`src/rtl/awr_pkg.sv`:
```
package awr_pkg;
  typedef enum logic [1:0] {
    RGN_OTHER  = 2'd0,
    RGN_SDRAM  = 2'd1,
    RGN_FABRIC = 2'd2,
    RGN_PERIPH = 2'd3
  } region_e;
endpackage

```
`src/rtl/awr_bound_regs.sv`:
```
module awr_bound_regs #(
  parameter int PAGE_W    = 12,
  parameter int LOW_RST   = 0,
  parameter int HIGH_RST  = 'hC00
) (
  input  logic            clk,
  input  logic            rst,
  input  logic            wr_en,
  input  logic            wr_sel,
  input  logic [PAGE_W:0] wr_val,
  output logic [PAGE_W:0] low_q,
  output logic [PAGE_W:0] high_q
);
  always_ff @(posedge clk) begin
    if (rst) begin
      low_q  <= (PAGE_W+1)'(LOW_RST);
      high_q <= (PAGE_W+1)'(HIGH_RST);
    end else if (wr_en) begin
      if (wr_sel) high_q <= wr_val;
      else        low_q  <= wr_val;
    end
  end
endmodule

```
`src/rtl/awr_region_decode.sv`:
```
module awr_region_decode
  import awr_pkg::*;
#(
  parameter int PAGE_W    = 12,
  parameter int FABRIC_PG = 'hC00,
  parameter int PERIPH_PG = 'hFC0
) (
  input  logic [PAGE_W-1:0] page,
  input  logic [PAGE_W:0]   low_b,
  input  logic [PAGE_W:0]   high_b,
  output logic              win_hit,
  output region_e           region
);
  logic [PAGE_W:0] page_x;
  assign page_x = {1'b0, page};

  always_comb begin
    win_hit = (page_x >= low_b) && (page_x < high_b);
    if (win_hit)
      region = RGN_SDRAM;
    else if (page_x >= (PAGE_W+1)'(PERIPH_PG))
      region = RGN_PERIPH;
    else if (page_x >= (PAGE_W+1)'(FABRIC_PG))
      region = RGN_FABRIC;
    else
      region = RGN_OTHER;
  end
endmodule

```
`src/rtl/awr_route_stage.sv`:
```
module awr_route_stage
  import awr_pkg::*;
#(
  parameter int ADDR_W = 32,
  parameter int CORE_W = 1
) (
  input  logic              clk,
  input  logic              rst,
  input  logic              in_valid,
  input  logic              in_hit,
  input  region_e           in_region,
  input  logic [ADDR_W-1:0] in_addr,
  input  logic [CORE_W-1:0] in_core,
  output logic              o_valid,
  output logic              o_m0,
  output logic              o_m1,
  output logic [1:0]        o_region,
  output logic [ADDR_W-1:0] o_addr,
  output logic [CORE_W-1:0] o_core
);
  always_ff @(posedge clk) begin
    if (rst) begin
      o_valid  <= 1'b0;
      o_m0     <= 1'b0;
      o_m1     <= 1'b0;
      o_region <= 2'd0;
      o_addr   <= '0;
      o_core   <= '0;
    end else begin
      o_valid  <= in_valid;
      o_m0     <= in_valid && !in_hit;
      o_m1     <= in_valid && in_hit;
      o_region <= in_region;
      o_addr   <= in_addr;
      o_core   <= in_core;
    end
  end
endmodule

```
`src/rtl/addr_window_router.sv`:
```
module addr_window_router
  import awr_pkg::*;
#(
  parameter int ADDR_W    = 32,
  parameter int GRAN_LOG2 = 20,
  parameter int NUM_CORES = 2,
  parameter int FABRIC_PG = 'hC00,
  parameter int PERIPH_PG = 'hFC0,
  parameter int LOW_RST   = 0,
  parameter int HIGH_RST  = 'hC00,
  localparam int PAGE_W   = ADDR_W - GRAN_LOG2,
  localparam int CORE_W   = (NUM_CORES > 1) ? $clog2(NUM_CORES) : 1
) (
  input  logic              clk,
  input  logic              rst,
  input  logic              cfg_we,
  input  logic              cfg_sel,
  input  logic [PAGE_W:0]   cfg_data,
  input  logic              req_valid,
  input  logic [ADDR_W-1:0] req_addr,
  input  logic [CORE_W-1:0] req_core,
  output logic              out_valid,
  output logic              out_m0_req,
  output logic              out_m1_req,
  output logic [1:0]        out_region,
  output logic [ADDR_W-1:0] out_addr,
  output logic [CORE_W-1:0] out_core
);
  logic [PAGE_W:0] bnd_low;
  logic [PAGE_W:0] bnd_high;
  logic            dec_hit;
  region_e         dec_region;

  awr_bound_regs #(.PAGE_W(PAGE_W), .LOW_RST(LOW_RST), .HIGH_RST(HIGH_RST)) u_regs (
    .clk(clk), .rst(rst), .wr_en(cfg_we), .wr_sel(cfg_sel), .wr_val(cfg_data),
    .low_q(bnd_low), .high_q(bnd_high)
  );

  awr_region_decode #(.PAGE_W(PAGE_W), .FABRIC_PG(FABRIC_PG), .PERIPH_PG(PERIPH_PG)) u_dec (
    .page(req_addr[ADDR_W-1:GRAN_LOG2]), .low_b(bnd_low), .high_b(bnd_high),
    .win_hit(dec_hit), .region(dec_region)
  );

  awr_route_stage #(.ADDR_W(ADDR_W), .CORE_W(CORE_W)) u_stage (
    .clk(clk), .rst(rst), .in_valid(req_valid), .in_hit(dec_hit),
    .in_region(dec_region), .in_addr(req_addr), .in_core(req_core),
    .o_valid(out_valid), .o_m0(out_m0_req), .o_m1(out_m1_req),
    .o_region(out_region), .o_addr(out_addr), .o_core(out_core)
  );
endmodule

```
`config.mk`:
```
export PLATFORM = sky130hd
export DESIGN_NAME = addr_window_router
export DESIGN_NICKNAME = d
export VERILOG_FILES = /design/src/rtl/awr_pkg.sv /design/src/rtl/awr_bound_regs.sv /design/src/rtl/awr_region_decode.sv /design/src/rtl/awr_route_stage.sv /design/src/rtl/addr_window_router.sv
export SDC_FILE = /design/constraint.sdc
export NUM_CORES = 1
export LEC_CHECK = 0
export ABC_AREA = 0
export BUFFER_PORTS_ARGS = -buffer_cell sky130_fd_sc_hd__buf_4
export CAP_MARGIN = 15
export CORE_ASPECT_RATIO = 1.1
export CORE_UTILIZATION = 54
export CTS_CLUSTER_DIAMETER = 50
export DETAILED_ROUTE_END_ITERATION = 8
export MAX_ROUTING_LAYER = met4
export PLACE_DENSITY_LB_ADDON = 0.05
export SYNTH_ARGS = -nofsm -noshare
export SYNTH_HDL_FRONTEND = slang
export SYNTH_HIERARCHICAL = 1
export SYNTH_SLANG_ARGS = --single-unit
```
`constraint.sdc`:
```
create_clock -name clk -period 2.8 [get_ports clk]
set_clock_uncertainty 0.15 [all_clocks]
set_input_delay 0.42 -clock clk [delete_from_list [all_inputs] [get_ports clk]]
set_output_delay 0.42 -clock clk [all_outputs]
set_load 0.02 [all_outputs]
```
Yosys cells after proc, flatten, opt, wreduce, memory -nomap -nowiden
Index checks and enable logic that the tools add are counted.

storage, ports and cells
  memories kept = 0
  bits of input ports = 51
  bits in latches = 0
  ROM bits = 0
  bits in writable memories = 0
  bits in registers = 64

cells by class
  $lt $le $gt $ge = 4
  bitwise logic cells = 1
  muxes and demuxes = 3
  reductions and logical operators = 7
  multipliers = 0
  shifts and indexed selects = 0
  divide/modulo/power cells = 0
  add/subtract/negate cells = 0
  eq/ne operators = 0

operator list
  kind                                                            count
  12-bit greater-or-equal comparator (second input constant)      2
  12-bit by 13-bit greater-or-equal comparator with 1-bit output  1
  12-bit by 13-bit < comparator with 1-bit output                 1
  2-bit two-way mux                                               2
  2-bit AND reduction                                             2
  1-bit logical AND                                               3
  2-bit OR reduction                                              1
  1-bit zero test                                                 1
  1-bit two-way mux                                               1
  1-bit inverter                                                  1

Depth between registers and ports, before layout
Gate-level depths: netlist of the first run.

  depth in word-level cells = 4
  mapped depth = 8

Modules after synthesis
The synthesis of the first run kept the hierarchy.

modules (own cells, without submodules)
  module             area each (um2)  cells an instance  times used  sequential area each (um2)
  awr_bound_regs     1,088.5          100                1           520.5
  awr_route_stage    1,041.0          80                 1           760.7
  awr_region_decode  615.6            86                 1           0.0

Least setup slack after synthesis of the first run
No wires, ideal clock.

  kind = in2reg
  start = in req_addr[26]
  end = reg u_stage.o_region[1]
  data required time = 2.536 ns
  buffers on the path = 0
  path slack = 0.845 ns
  data arrival time = 1.691 ns
  cell stages on the path = 7
  cell sequence = ha_1 -> a21o_1 -> nand3_1 -> a21oi_1 -> or3_1 -> o211a_1 -> nor2b_1

between the ends
  cells in the longest elaborated chain, start to end = 3
  elaborated cells on any way between the ends = 8

ends and longest elaborated chain
  item                                                              RTL line                                          RTL
  start: declaration                                                addr_window_router.sv:20                          input logic [ADDR_W-1:0] req_addr,
  12-bit greater-or-equal comparator, or another cell as far along  awr_region_decode.sv:23                           else if (page_x >= (PAGE_W+1)'(FABRIC_PG))
  2-bit two-way mux / 1-bit logical AND (equally long branches)     awr_region_decode.sv:23, awr_region_decode.sv:18
  2-bit two-way mux / 2-bit OR reduction (equally long branches)    n/a
  end signal: assignment                                            awr_route_stage.sv:33                             o_region <= in_region;
  end: declaration                                                  awr_route_stage.sv:17                             output logic [1:0] o_region,

Several ways; a longest one is shown, not always the timed one.
A chain may end at the register's enable or synchronous reset.

Worst setup path in the final report of the first run
  start = reg u_regs.low_q[10]
  end = reg u_stage.o_region[1]

between the ends
  cells in the longest elaborated chain, start to end = 3

ends and longest elaborated chain
  item                                                            RTL line                 RTL
  start: declaration                                              awr_bound_regs.sv:11     output logic [PAGE_W:0] low_q,
  start signal: assignment                                        awr_bound_regs.sv:16     low_q <= (PAGE_W+1)'(LOW_RST);
  start signal: assignment                                        awr_bound_regs.sv:20     else low_q <= wr_val;
  12-bit by 13-bit greater-or-equal comparator with 1-bit output  awr_region_decode.sv:18  win_hit = (page_x >= low_b) && (page_x < high_b);
  1-bit logical AND                                               awr_region_decode.sv:18
  2-bit OR reduction (no source line)                             n/a

Every way passes these cells.

==> results_dict.tcl, run 1 <==
set metrics [dict create \
    synth_enable_flop_cells 0 \
    max_cap_viol_count 0 \
    rsz0062_at_grt "no" \
    cts_root_buffer "clkbuf_8" \
    via_count 2022 \
    worstPathMaxFanout 3 \
    cts_tree "done" \
    n_fill_cell 369 \
    ctsHtreeMaxLevel 3 \
    cts-buffers-inserted 9 \
    port_buffers 88 \
    drtIter0Drc 81 \
    drv_slew 0 \
    routedWlPerCell_um 12.6 \
    setup-tns-final_ns 0 \
    critPathArrivalTime_ns 2.07 \
    dp_cells 399 \
    crit_path_top_delay_cell "or3_1" \
    grt_max_degree 78 \
    fmax_ghz 0.493 \
    grt_pass1_vias 1955 \
    final_nets 428 \
    p_leak_nw 1.67 \
    setup_violations 0 \
    drc 0 \
    synthesis.instances 266 \
    chipHeight_um 76.8 \
    hpwl_mm 3.88 \
    fin_hold_ws_ns 0.148 \
    cts.path.max_buffers 2 \
    synth_warnings 6 \
    post-route-min-period_ns 2.03 \
    ys.flop_type "dfxtp_1" \
    antenna_found_initial 0 \
    max_stage_delay_ns 0.39 \
    endpoint_kind "flop" \
    grt_usage_pct 21.8 \
    multi_input_comb_area_mm2 0.00128 \
    netlist_area_mm2 0.00275 \
    start_kind "flop" \
    rr_worst_depth 8 \
    viasPerCell 4.88 \
    ant_nets 0 \
    syn-num-nets 340 \
    outcome "finished, final reports clean" \
    avgSynthCellArea_um2 10.3 \
    clock_latency_ns 0.33 \
    worstPathRequired_ns 2.85 \
    yosysTopAreaCell "dfxtp_1" \
    row_count 26 \
    path_clk_slew_ns 0.07 \
    holdPathStages 2 \
    max_slew_margin_pct 46.7 \
    grt_pass1_wl_mm 8.87 \
    ys_top_cells_by_count "64 x dfxtp_1, 37 x nor2b_1, 36 x nand2b_1, 25 x inv_1, 23 x ha_1" \
    cts_resized 0 \
    drtPass1Iterations 4 \
    area_growth_pct 30.0 \
    fin_cells 414 \
    cts_sinks 64 \
    synth_area_leaders "dfxtp_1 47%, ha_1 10%, nor2b_1 8.4%, nand2b_1 8.2%, mux2i_1 8.0%" \
    core_mm2 0.00475 \
    start_util_pct 57.8 \
    power.density_mw_per_mm2 571 \
    hold_viol 0 \
    place.gp.congestion 0.807 \
    hold_buffers 0 \
    regArea_mm2 0.00128 \
    path_class "reg2reg" \
    post-route-period-util_pct 72.4 \
    drive_above_1_share_pct 29.1 \
    ioPinCount 89 \
    synth_seq_area_share_pct 46.7 \
    num_antenna_cells 0 \
    die_area_mm2 0.00537 \
    synth.most_common_cell "dfxtp_1" \
    ys_ff_latch 64 \
    synth.distinct_cells 35 \
    fp.dieW_um 70.0 \
    hp-class "in2reg" \
    cp_cell_sequence "inv_1 -> ha_1 -> a211oi_1 -> nor3_2 -> a41oi_1 -> or3_1 -> o211a_1 -> nor2b_1" \
    synth_top_area_share_pct 46.7 \
    overflow 0 \
    wl_mm 5.20 \
    ir_worst_vdd_mv 0.521 \
    cts_setup_buffers 0 \
    async_reset_ff_share_pct 0 \
    tightestPinTransition_ns 0.796 \
]
[final cells by class]
| cell class | instances | area share, % |
|---|---|---|
| clock inverters | 4 | 1.26 |
| well taps | 56 | 1.96 |
| multi-input cells | 166 | 35.8 |
| clock buffers | 11 | 3.96 |
| repair buffers | 88 | 18.5 |
| flip-flops and latches | 64 | 35.9 |
| inverters | 25 | 2.63 |
[sequential cells by signal (all words and copies together), names as in the netlist]
signal / flops
u_stage/o_m0: 1
u_stage/o_core: 1
u_stage/o_region: 2
u_stage/o_m1: 1
u_stage/o_addr: 32
u_stage/o_valid: 1
u_regs/high_q: 13
u_regs/low_q: 13
[critical path: cells and delay by family, from the launching register on]
family,cells,cell delay (ns)
AO/OA/AOI/OAI,3,0.38
adder cells (fa/ha/maj),1,0.29
buffers and inverters,1,0.05
flip-flops,1,0.32
AND/OR/NAND/NOR,3,0.71
[path summary, 6_finish.rpt]
kind	startpoint	endpoint	slack, ns
worst min register to register	u_regs/high_q[11]$_SDFFE_PP1P_	u_regs/high_q[11]$_SDFFE_PP1P_	0.31
worst max register to register	u_regs/low_q[10]$_SDFFE_PP0P_	u_stage/o_region[1]$_SDFF_PP0_	0.77
worst max-delay path	u_regs/low_q[10]$_SDFFE_PP0P_	u_stage/o_region[1]$_SDFF_PP0_	0.77
worst min-delay path	req_addr[2]	u_stage/o_addr[2]$_SDFF_PP0_	0.15
[power breakdown]
| part | internal (mW) | switching [mW] | total (mW) |
|---|---|---|---|
| Sequential | 0.962 | 0.0179 | 0.980 |
| Combinational | 0.164 | 0.154 | 0.319 |
| Clock | 0.426 | 0.313 | 0.739 |
| Total | 1.55 | 0.485 | 2.04 |
[logic make-up after synthesis]
kind of cell / share of synthesized area (%)
adder cells (fa/ha/maj): 10.5
multiplexers: 8.02
buffers and inverters: 6.79
flip-flops: 46.7
AO/OA/AOI/OAI: 5.65
AND/OR/NAND/NOR: 22.4
[layout by cell type, fill, tap and decap left out, types with 2 or more instances in the layout]
| master | count |
|---|---|
| a21oi_1 | 8 |
| a211o_1 | 2 |
| nand4_1 | 2 |
| and4_1 | 2 |
| o21ai_1 | 2 |
| mux2i_1 | 22 |
| nand4bb_1 | 2 |
| dfxtp_1 | 64 |
| nand2_1 | 2 |
| o21ai_0 | 3 |
| nand2b_1 | 36 |
| nor2b_1 | 37 |
| clkinv_2 | 3 |
| buf_4 | 88 |
| a21o_1 | 2 |
| clkbuf_8 | 10 |
| inv_1 | 25 |
| nor2_1 | 4 |
| ha_1 | 23 |
| and3_1 | 2 |
| nand3_1 | 4 |
[per-stage QoR]
stage	power (mW)	util, %	worst slack, ns	instance area (µm²)
2_1_floorplan	1.19	-	0.845	2750
3_3_place_gp	1.31	71.2	0.642	3380
3_5_place_dp	1.32	71.2	0.578	3380
4_1_cts	2.06	75.2	0.763	3570
5_1_grt	2.13	75.2	0.616	3570
6_report	2.04	75.2	0.772	3570
[per-layer routing]
metal	vias to the layer above	track usage (%)	wire length [µm]
met2	72	33.6	2380
met5	-	-	0
met3	9	5.52	341
met1	893	26.0	2390
met4	0	11.8	87
li1	1048	-	-
Note: power is estimated with default switching activity, not from simulation.
==> run 2: changes to the inputs <==
--- a/config.mk
+++ b/config.mk
@@ -5,11 +5,11 @@
 export SDC_FILE = /design/constraint.sdc
 export NUM_CORES = 1
 export LEC_CHECK = 0
-export ABC_AREA = 0
+export ABC_AREA = 1
 export BUFFER_PORTS_ARGS = -buffer_cell sky130_fd_sc_hd__buf_4
 export CAP_MARGIN = 15
 export CORE_ASPECT_RATIO = 1.1
-export CORE_UTILIZATION = 54
+export CORE_UTILIZATION = 51
 export CTS_CLUSTER_DIAMETER = 50
 export DETAILED_ROUTE_END_ITERATION = 8
 export MAX_ROUTING_LAYER = met4
==> constraint.sdc (replaced) <==
create_clock -name clk -period 1.93 [get_ports clk]
set_clock_uncertainty 0.15 [all_clocks]
set_input_delay 0.2895 -clock clk [delete_from_list [all_inputs] [get_ports clk]]
set_output_delay 0.2895 -clock clk [all_outputs]
set_load 0.02 [all_outputs]
==> results_dict.tcl, run 2 <==
set metrics [dict create \
    final_nets 565 \
    path_clk_slew_ns 0.07 \
    synth.most_common_cell "nor2_1" \
    wl_mm 5.73 \
    p_leak_nw 2.10 \
    power.total_mw 3.23 \
    setup_violations 0 \
    chipHeight_um 80.4 \
    cts_resized 0 \
    synth_warnings 6 \
    async_reset_ff_share_pct 0 \
    synth_enable_flop_cells 0 \
    max_stage_delay_ns 0.34 \
    clockPowerShare_pct 38.5 \
    synth_top_area_share_pct 45.0 \
    core_mm2 0.00540 \
    ctsHtreeMaxLevel 3 \
    setup-tns-final_ns 0 \
    largestRegisters "u_stage/o_addr x32, u_regs/high_q x13, u_regs/low_q x13" \
    path_class "reg2reg" \
    synth_seq_area_share_pct 45.0 \
    hold_viol 0 \
    max_cap_viol_count 0 \
    max_slew_margin_pct 76.1 \
    final_common_cell "nor2_1" \
    grt_pass1_wl_mm 9.25 \
    drtIter0Drc 83 \
    cts_sinks 64 \
    cts_tree "done" \
    cts_root_buffer "clkbuf_8" \
    drc 0 \
    power.density_mw_per_mm2 843 \
    cp_cell_sequence "inv_1 -> ha_1 -> nand2_1 -> inv_1 -> nand2_1 -> nand2_1 -> nor2_1 -> nor2_2 -> nor2_2 -> nand2_1 -> inv_1 -> nand2_1 -> nor2_1" \
    grt_usage_pct 21.2 \
    clock_latency_ns 0.33 \
    crit_path_frequent_cell "nand2_1" \
    maxUsedRoutingLayer "met4" \
    post-route-period-util_pct 90.0 \
    largest_register_ffs 32 \
    n_fill_cell 469 \
    cts-buffers-inserted 9 \
    route.met3.wl_um 368 \
    power.internal_mw 2.41 \
    ant_nets 0 \
    layout_common_cells "94 x nor2_1, 90 x buf_4, 88 x inv_1" \
    ioPinCount 89 \
    crit_path_top_delay_cell "dfxtp_1" \
    synth_area_leaders "dfxtp_1 45%, nor2_1 12%, inv_1 12%, ha_1 10%, nand2_1 7.4%" \
    avgSynthCellArea_um2 7.25 \
    worst_slack_ns 0.193 \
    drv_slew 0 \
    ir_worst_vdd_mv 0.613 \
    p_switching_mw 0.818 \
    tightestPinTransition_ns 0.359 \
    power.share.switching_pct 25.3 \
    fin_util_pct 71.1 \
    syn-num-nets 467 \
    ys_top_cells_by_count "94 x nor2_1, 88 x inv_1, 64 x dfxtp_1, 56 x nand2_1, 23 x ha_1" \
    drt-met1-wl_mm 2.43 \
    port_buffers 88 \
    place.gp.congestion 0.797 \
    synth.distinct_cells 18 \
    drtPass1Iterations 4 \
    worstPathMaxFanout 3 \
    fp.dieW_um 73.3 \
    comb_power_share_pct 17.2 \
    via_count 2497 \
    hp-class "in2reg" \
    drive_above_1_share_pct 24.6 \
    met2_length_mm 2.84 \
    outcome "finished, final reports clean" \
    die_area_mm2 0.00589 \
    grt_pass1_vias 2250 \
    post-route-min-period_ns 1.74 \
    synthesis.instances 393 \
    critPathArrivalTime_ns 1.85 \
    grt_max_degree 38 \
    endpoint_kind "flop" \
    rsz0062_at_grt "no" \
    start_kind "flop" \
    antenna_found_initial 0 \
    start_util_pct 52.8 \
    fin_hold_ws_ns 0.0145 \
    seq_power_share_pct 44.3 \
    routedWlPerCell_um 10.0 \
    hpwl_mm 4.25 \
    pre_cts_ws_ns 0.148 \
    netlist_area_mm2 0.00285 \
    num_antenna_cells 0 \
    ys_ff_latch 64 \
    worstPathRequired_ns 2.04 \
    fmax_ghz 0.576 \
    viasPerCell 4.37 \
    overflow 0 \
    yosysTopAreaCell "dfxtp_1" \
    row_count 28 \
    area_growth_pct 34.5 \
    regMostFlops "u_stage/o_addr" \
    cts.path.max_buffers 2 \
    ys.flop_type "dfxtp_1" \
]
run 2: changes by cell type after synthesis, sizes merged, moves of 3 or more:
cell    previous run  this run
nor2               4       102
inv               25        94
nand2              2        58
nor2b             38         0
nand2b            36         0
mux2i             22         0
nand3              4        21
o21ai              5        13
buf                8        11
clkbuf             3         0
run 2: kinds of logic (layout without fill, tap and decap cells):
logic type	after synthesis	count (layout)	synth area share, %
and+or+nand+nor	181	181	26.0
AOI/OAI and AO/OA	20	20	3.51
adders and majority gates	23	23	10.1
DFF	64	64	45.0
buffers and inverters	105	208	15.5
run 2: power by group through the flow:
stage                     registers (mW)  logic [mW]  clock network (mW)
after floorplan                     1.52       0.277                   0
final                               1.43       0.555                1.24
after CTS                           1.43       0.560                1.28
after global routing                1.44       0.627                1.33
after global placement              1.46       0.531                   0
after detailed placement            1.46       0.544                   0
run 2: area by class of cell:
class,count,area [µm²],share of cell area (%)
tap,75,93.8,2.45
timing repair buffer,98,756,19.7
clock inverter,5,80.1,2.09
multi-input combinational,224,1130,29.4
clock buffer,11,141,3.69
sequential,64,1280,33.4
inverter,94,353,9.20
run 2: metrics by stage:
step / std cells / instance area (µm²)
2_1_floorplan: 393 / 2850
3_3_place_gp: 547 / 3530
3_5_place_dp: 547 / 3530
4_1_cts: 571 / 3830
5_1_grt: 571 / 3830
6_report: 571 / 3830
run 2: per-layer routing:
layer / GRT usage (%) / vias to the layer above
met1: 22.0 / 1063
met4: 10.4 / 0
met2: 37.2 / 78
met3: 4.89 / 12
li1: - / 1344
met5: - / -
run 2: path summary, 6_finish.rpt:
kind / end / cells after the start / startpoint / slack, ns
worst max-delay path: u_stage/o_m1$_SDFF_PP0_ / 13 / u_regs/high_q[4]$_SDFFE_PP0P_ / 0.19
worst min-delay path: u_stage/o_core$_SDFF_PP0_ / 3 / req_core / 0.01
worst max register to register: u_stage/o_m1$_SDFF_PP0_ / 13 / u_regs/high_q[4]$_SDFFE_PP0P_ / 0.19
worst min register to register: u_regs/high_q[11]$_SDFFE_PP1P_ / 2 / u_regs/high_q[11]$_SDFFE_PP1P_ / 0.32
run 2: repair_timing:
action,CTS,global route
setup buffers,0,0
endpoints found under the hold margin,8,0
endpoints found under the setup margin,0,0
hold buffers,8,0
run 2: worst max-delay path, delay by kind of cell, from the launching register on:
family	cells	cell delay, ns
adders and majority gates	1	0.30
buffers and inverters	3	0.16
DFF	1	0.34
and+or+nand+nor	9	0.73
